File: config.mk
export PLATFORM = sky130hd
export DESIGN_NAME = rhf_sched
export DESIGN_NICKNAME = d
export VERILOG_FILES = /design/src/rtl/rhf_pkg.sv /design/src/rtl/rhf_bank_queue.sv /design/src/rtl/rhf_bank_stats.sv /design/src/rtl/rhf_sched.sv
export SDC_FILE = /design/constraint.sdc
export NUM_CORES = 2
export LEC_CHECK = 0
export ABC_AREA = 1
export BUFFER_PORTS_ARGS = -buffer_cell sky130_fd_sc_hd__buf_2
export CORE_MARGIN = 2
export CORE_UTILIZATION = 46
export CTS_CLUSTER_DIAMETER = 60
export DETAILED_ROUTE_END_ITERATION = 7
export GPL_TIMING_DRIVEN = 0
export PLACE_DENSITY_LB_ADDON = 0.3
export REMOVE_ABC_BUFFERS = 1
export SYNTH_ARGS = -nofsm -noshare
export SYNTH_HDL_FRONTEND = slang
export SYNTH_SLANG_ARGS = --single-unit
File: constraint.sdc
create_clock -name clk_i -period 32.4 [get_ports clk_i]
set_input_delay 3.24 -clock clk_i [delete_from_list [all_inputs] [get_ports clk_i]]
set_output_delay 3.24 -clock clk_i [all_outputs]
set_load 0.01 [all_outputs]
File: src/rtl/rhf_pkg.sv
package rhf_pkg;
  typedef enum logic [1:0] {
    SRC_NONE,
    SRC_LOCK,
    SRC_OPEN,
    SRC_OLDEST
  } tgt_src_e;
endpackage

File: src/rtl/rhf_bank_queue.sv
module rhf_bank_queue
  import rhf_pkg::*;
#(
  parameter int DEPTH = 8,
  parameter int ROW_W = 12,
  parameter int TAG_W = 8
) (
  input  logic             clk_i,
  input  logic             rst_ni,
  input  logic             ins_i,
  input  logic [ROW_W-1:0] ins_row_i,
  input  logic [TAG_W-1:0] ins_tag_i,
  output logic             full_o,
  input  logic             deq_i,
  input  logic [ROW_W-1:0] open_row_i,
  output logic             pick_valid_o,
  output logic             activate_o,
  output logic [ROW_W-1:0] pick_row_o,
  output logic [TAG_W-1:0] pick_tag_o
);
  localparam int IDX_W = (DEPTH > 1) ? $clog2(DEPTH) : 1;
  localparam int AGE_W = $clog2(DEPTH + 1);

  logic             valid_q [DEPTH];
  logic [ROW_W-1:0] row_q   [DEPTH];
  logic [TAG_W-1:0] tag_q   [DEPTH];
  logic [AGE_W-1:0] age_q   [DEPTH];
  logic             lock_v_q;
  logic [ROW_W-1:0] lock_row_q;

  logic [AGE_W-1:0] cnt, same_cnt, best_age;
  logic [IDX_W-1:0] best_idx, free_idx;
  logic             hit_open, found;
  logic [ROW_W-1:0] oldest_row, tgt_row;
  tgt_src_e         src;

  always_comb begin
    cnt        = '0;
    hit_open   = 1'b0;
    oldest_row = '0;
    free_idx   = '0;
    for (int i = DEPTH - 1; i >= 0; i--) begin
      cnt = cnt + AGE_W'(valid_q[i]);
      if (valid_q[i] && row_q[i] == open_row_i) hit_open = 1'b1;
      if (valid_q[i] && age_q[i] == '0) oldest_row = row_q[i];
      if (!valid_q[i]) free_idx = IDX_W'(i);
    end
  end

  assign full_o = (cnt == AGE_W'(DEPTH));

  // target row: bound row, else open-row hit, else oldest entry's row
  always_comb begin
    if (lock_v_q) begin
      src = SRC_LOCK;     tgt_row = lock_row_q;
    end else if (hit_open) begin
      src = SRC_OPEN;     tgt_row = open_row_i;
    end else if (cnt != '0) begin
      src = SRC_OLDEST;   tgt_row = oldest_row;
    end else begin
      src = SRC_NONE;     tgt_row = '0;
    end
  end

  // oldest entry inside the target row group
  always_comb begin
    found    = 1'b0;
    best_idx = '0;
    best_age = '1;
    same_cnt = '0;
    for (int i = 0; i < DEPTH; i++) begin
      if (valid_q[i] && row_q[i] == tgt_row && src != SRC_NONE) begin
        same_cnt = same_cnt + AGE_W'(1);
        if (!found || age_q[i] < best_age) begin
          found    = 1'b1;
          best_idx = IDX_W'(i);
          best_age = age_q[i];
        end
      end
    end
  end

  assign pick_valid_o = found;
  assign activate_o   = found && (src == SRC_OLDEST);
  assign pick_row_o   = row_q[best_idx];
  assign pick_tag_o   = tag_q[best_idx];

  wire do_deq = deq_i && found;
  wire do_ins = ins_i && !full_o;

  always_ff @(posedge clk_i or negedge rst_ni) begin
    if (!rst_ni) begin
      for (int i = 0; i < DEPTH; i++) begin
        valid_q[i] <= 1'b0;
        row_q[i]   <= '0;
        tag_q[i]   <= '0;
        age_q[i]   <= '0;
      end
      lock_v_q   <= 1'b0;
      lock_row_q <= '0;
    end else begin
      if (do_deq) begin
        valid_q[best_idx] <= 1'b0;
        for (int i = 0; i < DEPTH; i++)
          if (valid_q[i] && age_q[i] > best_age) age_q[i] <= age_q[i] - AGE_W'(1);
        lock_v_q   <= (same_cnt > AGE_W'(1));
        lock_row_q <= tgt_row;
      end
      if (do_ins) begin
        valid_q[free_idx] <= 1'b1;
        row_q[free_idx]   <= ins_row_i;
        tag_q[free_idx]   <= ins_tag_i;
        age_q[free_idx]   <= cnt - AGE_W'(do_deq);
      end
    end
  end
endmodule

File: src/rtl/rhf_bank_stats.sv
module rhf_bank_stats #(
  parameter int CNT_W = 16
) (
  input  logic             clk_i,
  input  logic             rst_ni,
  input  logic             acc_i,
  input  logic             act_i,
  output logic [CNT_W-1:0] act_cnt_o,
  output logic [CNT_W-1:0] acc_cnt_o,
  output logic [CNT_W-1:0] cur_acc_o,
  output logic [CNT_W-1:0] peak_acc_o
);
  always_ff @(posedge clk_i or negedge rst_ni) begin
    if (!rst_ni) begin
      act_cnt_o  <= '0;
      acc_cnt_o  <= '0;
      cur_acc_o  <= '0;
      peak_acc_o <= '0;
    end else if (acc_i) begin
      acc_cnt_o <= acc_cnt_o + CNT_W'(1);
      if (act_i) begin
        act_cnt_o <= act_cnt_o + CNT_W'(1);
        cur_acc_o <= CNT_W'(1);
        if (cur_acc_o > peak_acc_o) peak_acc_o <= cur_acc_o;
      end else begin
        cur_acc_o <= cur_acc_o + CNT_W'(1);
      end
    end
  end
endmodule

File: src/rtl/rhf_sched.sv
module rhf_sched #(
  parameter int NUM_BANKS = 4,
  parameter int DEPTH     = 8,
  parameter int ROW_W     = 12,
  parameter int TAG_W     = 8,
  parameter int CNT_W     = 16,
  localparam int BANK_W   = (NUM_BANKS > 1) ? $clog2(NUM_BANKS) : 1,
  localparam int PEND_W   = $clog2(NUM_BANKS * DEPTH + 1)
) (
  input  logic                       clk_i,
  input  logic                       rst_ni,
  input  logic                       req_valid_i,
  output logic                       req_ready_o,
  input  logic [BANK_W-1:0]          req_bank_i,
  input  logic [ROW_W-1:0]           req_row_i,
  input  logic [TAG_W-1:0]           req_tag_i,
  input  logic                       sel_valid_i,
  input  logic [BANK_W-1:0]          sel_bank_i,
  input  logic [ROW_W-1:0]           sel_open_row_i,
  output logic                       sel_grant_o,
  output logic                       sel_act_o,
  output logic [ROW_W-1:0]           sel_row_o,
  output logic [TAG_W-1:0]           sel_tag_o,
  output logic [PEND_W-1:0]          pending_o,
  output logic [NUM_BANKS*CNT_W-1:0] act_cnt_o,
  output logic [NUM_BANKS*CNT_W-1:0] acc_cnt_o,
  output logic [NUM_BANKS*CNT_W-1:0] cur_acc_o,
  output logic [NUM_BANKS*CNT_W-1:0] peak_acc_o
);
  logic             full   [NUM_BANKS];
  logic             pick_v [NUM_BANKS];
  logic             pick_a [NUM_BANKS];
  logic [ROW_W-1:0] pick_r [NUM_BANKS];
  logic [TAG_W-1:0] pick_t [NUM_BANKS];

  for (genvar b = 0; b < NUM_BANKS; b++) begin : g_bank
    wire ins = req_valid_i && (req_bank_i == BANK_W'(b));
    wire deq = sel_valid_i && (sel_bank_i == BANK_W'(b));

    rhf_bank_queue #(.DEPTH(DEPTH), .ROW_W(ROW_W), .TAG_W(TAG_W)) i_queue (
      .clk_i       (clk_i),
      .rst_ni      (rst_ni),
      .ins_i       (ins),
      .ins_row_i   (req_row_i),
      .ins_tag_i   (req_tag_i),
      .full_o      (full[b]),
      .deq_i       (deq),
      .open_row_i  (sel_open_row_i),
      .pick_valid_o(pick_v[b]),
      .activate_o  (pick_a[b]),
      .pick_row_o  (pick_r[b]),
      .pick_tag_o  (pick_t[b])
    );

    rhf_bank_stats #(.CNT_W(CNT_W)) i_stats (
      .clk_i     (clk_i),
      .rst_ni    (rst_ni),
      .acc_i     (deq && pick_v[b]),
      .act_i     (pick_a[b]),
      .act_cnt_o (act_cnt_o[b*CNT_W +: CNT_W]),
      .acc_cnt_o (acc_cnt_o[b*CNT_W +: CNT_W]),
      .cur_acc_o (cur_acc_o[b*CNT_W +: CNT_W]),
      .peak_acc_o(peak_acc_o[b*CNT_W +: CNT_W])
    );
  end

  assign req_ready_o = !full[req_bank_i];
  assign sel_grant_o = sel_valid_i && pick_v[sel_bank_i];
  assign sel_act_o   = sel_valid_i && pick_a[sel_bank_i];
  assign sel_row_o   = pick_r[sel_bank_i];
  assign sel_tag_o   = pick_t[sel_bank_i];

  wire accept = req_valid_i && req_ready_o;

  always_ff @(posedge clk_i or negedge rst_ni) begin
    if (!rst_ni)                   pending_o <= '0;
    else if (accept && !sel_grant_o) pending_o <= pending_o + PEND_W'(1);
    else if (!accept && sel_grant_o) pending_o <= pending_o - PEND_W'(1);
  end
endmodule

==> flow_summary.json <==
{
  "outcome": "complete, but fails checks",
  "violations": "max-capacitance violations, max-slew violations",
  "place_hpwl_mm": 242,
  "synthesis.area_um2": 80400,
  "max-vdd-ir-drop_uv": 66.0,
  "fin_worst_hold_slack_ns": 0.472,
  "cp_slowest_stage_delay_ns": 1.09,
  "power-per-cell-area_nw_per_um2": 94.8,
  "hold_path_end": "g_bank[3].i_stats.act_cnt_o[15]$_DFFE_PN0P_",
  "ys_seq_elements": 1114,
  "fillerInstances": 17300,
  "postSynth.asyncResetShare_pct": 100,
  "critical-path-top-cell-by-count": "sky130_fd_sc_hd__nand2_1",
  "worstSkewPairLatency_ns": 0.84,
  "setup-violations-final": 0,
  "rr_worst_depth": 81,
  "post_synth_num_cell_types": 70,
  "post-cts-setup-buffer-count": 0,
  "routed-via-count": 84800,
  "layout.area.seq_um2": 27900,
  "cts.clk_slew.worst_paths_ns": 0.06,
  "hold_path_depth": 1,
  "rsz0062_at_grt": "false",
  "cts_resized": 0,
  "critical_path.reg2reg.startpoint": "g_bank[1].i_queue.valid_q[0]$_DFF_PN0_",
  "rows": 153,
  "critical_path.reg2reg.endpoint": "g_bank[1].i_queue.valid_q[2]$_DFF_PN0_",
  "wl_per_cell_um": 24.3,
  "worst_setup_path_end_kind": "primary output",
  "worst-path-buf-inv": 15,
  "power_leakage_nw": 44.9,
  "grt-busiest-layer": "met2",
  "gr_util_met2_pct": 56.8,
  "total_count_of_hold_check_failures_in_the_final_report": 0,
  "path_delay_family": "simple AND/OR/NAND/NOR gates",
  "max_freq_mhz": 44.4,
  "worst_slew_pin_slew_ns": 1.57,
  "met1_usage_pct": 49.1,
  "detail_route.drc_violations": 0,
  "critPathMaxFanout": 27,
  "global_route.usage.total_pct": 37.9,
  "layout-drive-gt1-share_pct": 8.32,
  "flow.area_growth_from_synthesis_pct": 11.7,
  "clock_skew_ns": 0.0398,
  "dieHeight_um": 422,
  "io_pins": 325,
  "timing.hold.worst.class": "reg -> reg",
  "worst-r2r-setup-slack_ns": 17.06,
  "synth-edff-count": 0,
  "routed_via_density": 5.92,
  "gp_congestion": 1.03,
  "worstSetupStartpointType": "primary input",
  "worstSetupStartpoint": "sel_open_row_i[8]",
  "chip_width_um": 422,
  "max-slew-margin-rel_pct": -4.87,
  "finalWorstPathRequiredPeriod_ns": 22.51,
  "fin_nets": 12200,
  "grt_start_max_net_pins": 167,
  "totalNegativeSetupSlack_ns": 0,
  "worst_path_max_delay_cell": "sky130_fd_sc_hd__clkinv_1",
  "first_iter_violations": 10500,
  "cp.required_ns": 29.16,
  "tritoncts_clock_tree": "done",
  "first_pass_detailed_route_iteration_total": 8,
  "maxCapViolations": 3,
  "worstSetupPathDepth": 86,
  "synth.avg_cell_area_um2": 6.81,
  "initial_standard_cell_utilization_of_the_core_pct": 46.3,
  "cts_buffers": 152,
  "seq_area_frac_synth_pct": 34.7,
  "design.die.area_um2": 178000,
  "floorplan.core_area_um2": 174000,
  "clock_sinks": 1114,
  "hold_path_startpoint": "g_bank[3].i_stats.act_cnt_o[15]$_DFFE_PN0P_",
  "grt.overflow.total": 0,
  "max-clock-path-buffers": 3,
  "synthesis.instances": 11800,
  "multiInputGateArea_um2": 44800,
  "cts.hold.buffers_added": 0,
  "clock_tree.htree_level_count": 4,
  "first_global_vias": 78500,
  "synth_warnings": 0,
  "worst_ep_arrival_time_ns": 19.27,
  "postRouteAntennaNets": 0,
  "global_route.usage.met3_pct": 8.56,
  "place.port_buffers": 324,
  "timing.final.max_slew_violations": 75,
  "synth_top_flop_cell": "sky130_fd_sc_hd__dfrtp_1",
  "totalWireLength_mm": 347,
  "clockRootBuffer": "sky130_fd_sc_hd__clkbuf_16",
  "initial_antenna_violation_count": 22,
  "final.period_utilization_pct": 69.5,
  "setup.worst_path.class": "in -> out",
  "grt_pass1_wl_mm": 510
}
## Yosys cell counts, types with 55 or more instances
master	n	area share, %
sky130_fd_sc_hd__nor2_1	876	4.1
sky130_fd_sc_hd__dfrtp_1	1114	35
sky130_fd_sc_hd__xor2_1	219	2.4
sky130_fd_sc_hd__inv_1	1455	6.8
sky130_fd_sc_hd__o21ai_1	72	0.45
sky130_fd_sc_hd__o211ai_1	139	1.3
sky130_fd_sc_hd__ha_1	329	5.1
sky130_fd_sc_hd__o21bai_1	55	0.51
sky130_fd_sc_hd__clkbuf_1	346	1.6
sky130_fd_sc_hd__nor3_1	109	0.68
sky130_fd_sc_hd__xnor2_1	139	1.5
sky130_fd_sc_hd__buf_2	98	0.61
sky130_fd_sc_hd__nand4_1	236	1.8
sky130_fd_sc_hd__o21ai_0	1417	8.8
sky130_fd_sc_hd__o22ai_1	191	1.5
sky130_fd_sc_hd__a21oi_1	338	2.1
sky130_fd_sc_hd__nand2_1	3368	16
sky130_fd_sc_hd__or2_2	66	0.51
sky130_fd_sc_hd__nand2_2	80	0.62
sky130_fd_sc_hd__nand3_1	653	4.1
## layer usage
metal | up-vias | share of wire [%]
li1 | 38700 | -
met2 | 4784 | 42
met4 | 22 | 7.7
met5 | - | 0.059
met1 | 40100 | 39
met3 | 1217 | 11
## state kept, by name, indices dropped and copies added (netlist names)
register	cells
g_bank.i_queue.row_q	384
g_bank.i_queue.tag_q	256
g_bank.i_queue.age_q	128
g_bank.i_stats.acc_cnt_o	64
g_bank.i_stats.act_cnt_o	64
g_bank.i_stats.cur_acc_o	64
g_bank.i_stats.peak_acc_o	64
g_bank.i_queue.lock_row_q	48
g_bank.i_queue.valid_q	32
pending_o	6
g_bank.i_queue.lock_v_q	4
## worst register-to-register path, delay by kind of cell (launching register included)
family / cells / cell delay, ns
and+or+nand+nor: 44 / 6.77
DFF: 1 / 0.49
AOI/OAI and AO/OA: 12 / 2.54
adders and majority gates: 12 / 4.13
buffers and inverters: 13 / 1.31
## stage by stage
step / util [%] / worst slack, ns / instances / cell area, µm² / power, mW
after floorplan: - / 14.14 / 11300 / 78100 / 4.82
after global placement: 47.5 / 2.66 / 13900 / 82600 / 6.41
after detailed placement: 48.6 / 10.47 / 14000 / 84400 / 6.55
after CTS: 51.7 / 10.46 / 14300 / 89800 / 8.37
after global routing: 51.7 / 9.04 / 14300 / 89800 / 8.99
final: 51.7 / 9.89 / 14300 / 89800 / 8.52
## cells by family after synthesis
kind of cell	synth area share, %
simple gates	29.1
fa+ha+maj	5.54
buf+inv	9.98
flops	34.7
xor+xnor	3.90
mux	0.204
compound gates	16.6
## cells in the final DEF (no fill, tap or decap), drive strengths merged, types with 7 or more instances in the layout
cell      Yosys  final
o21bai       55     55
diode         0      7
o21ai      1489   1489
fa           17     17
o221ai       11     11
a21oi       339    339
or2          69     69
a2111oi      21     21
mux2         11     11
o2111ai      12     12
clkinvlp      0     11
and3          9      9
buf         171    410
a31oi        29     29
xnor2       139    139
a41oi        33     33
dfrtp      1114   1114
inv        1491   1517
nor2        915    915
nand2      3470   3470
clkinv       13     43
xor2        219    219
nand3b       29     29
nand4       236    236
nor4         30     30
o21a         17     17
a221oi       24     24
clkbuf      346    193
nor3b        13     13
nand3       654    654
o22ai       191    191
o211ai      139    139
bufinv        0     15
a211oi       23     23
nor3        112    112
ha          329    329
## power by group
part / switching, mW / internal, mW / leakage [nW]
registers: 0.548 / 1.81 / 13.8
clock network: 0.730 / 1.07 / 2.62
logic: 3.11 / 1.25 / 28.4
## cell type report
class                           count  area share [%]
Sequential cell                  1114            31.0
Inverter                         1504            6.29
Multi-Input combinational cell   8673            49.9
Clock buffer                      193            4.76
Antenna cell                        7          0.0195
Tap cell                         2325            3.24
Timing Repair Buffer              410            3.59
Clock inverter                     82            1.22
## worst max-delay path by stage
stage	to	slack [ns]
4_1_cts	sel_tag_o[2]	10.46
6_report	sel_tag_o[2]	9.89
3_3_place_gp	g_bank[3].i_queue.age_q[18]$_DFF_PN0_	2.66
3_5_place_dp	sel_tag_o[5]	10.47
2_1_floorplan	sel_tag_o[7]	14.14
5_1_grt	sel_tag_o[2]	9.04
Power figures use the tool's default switching activity.
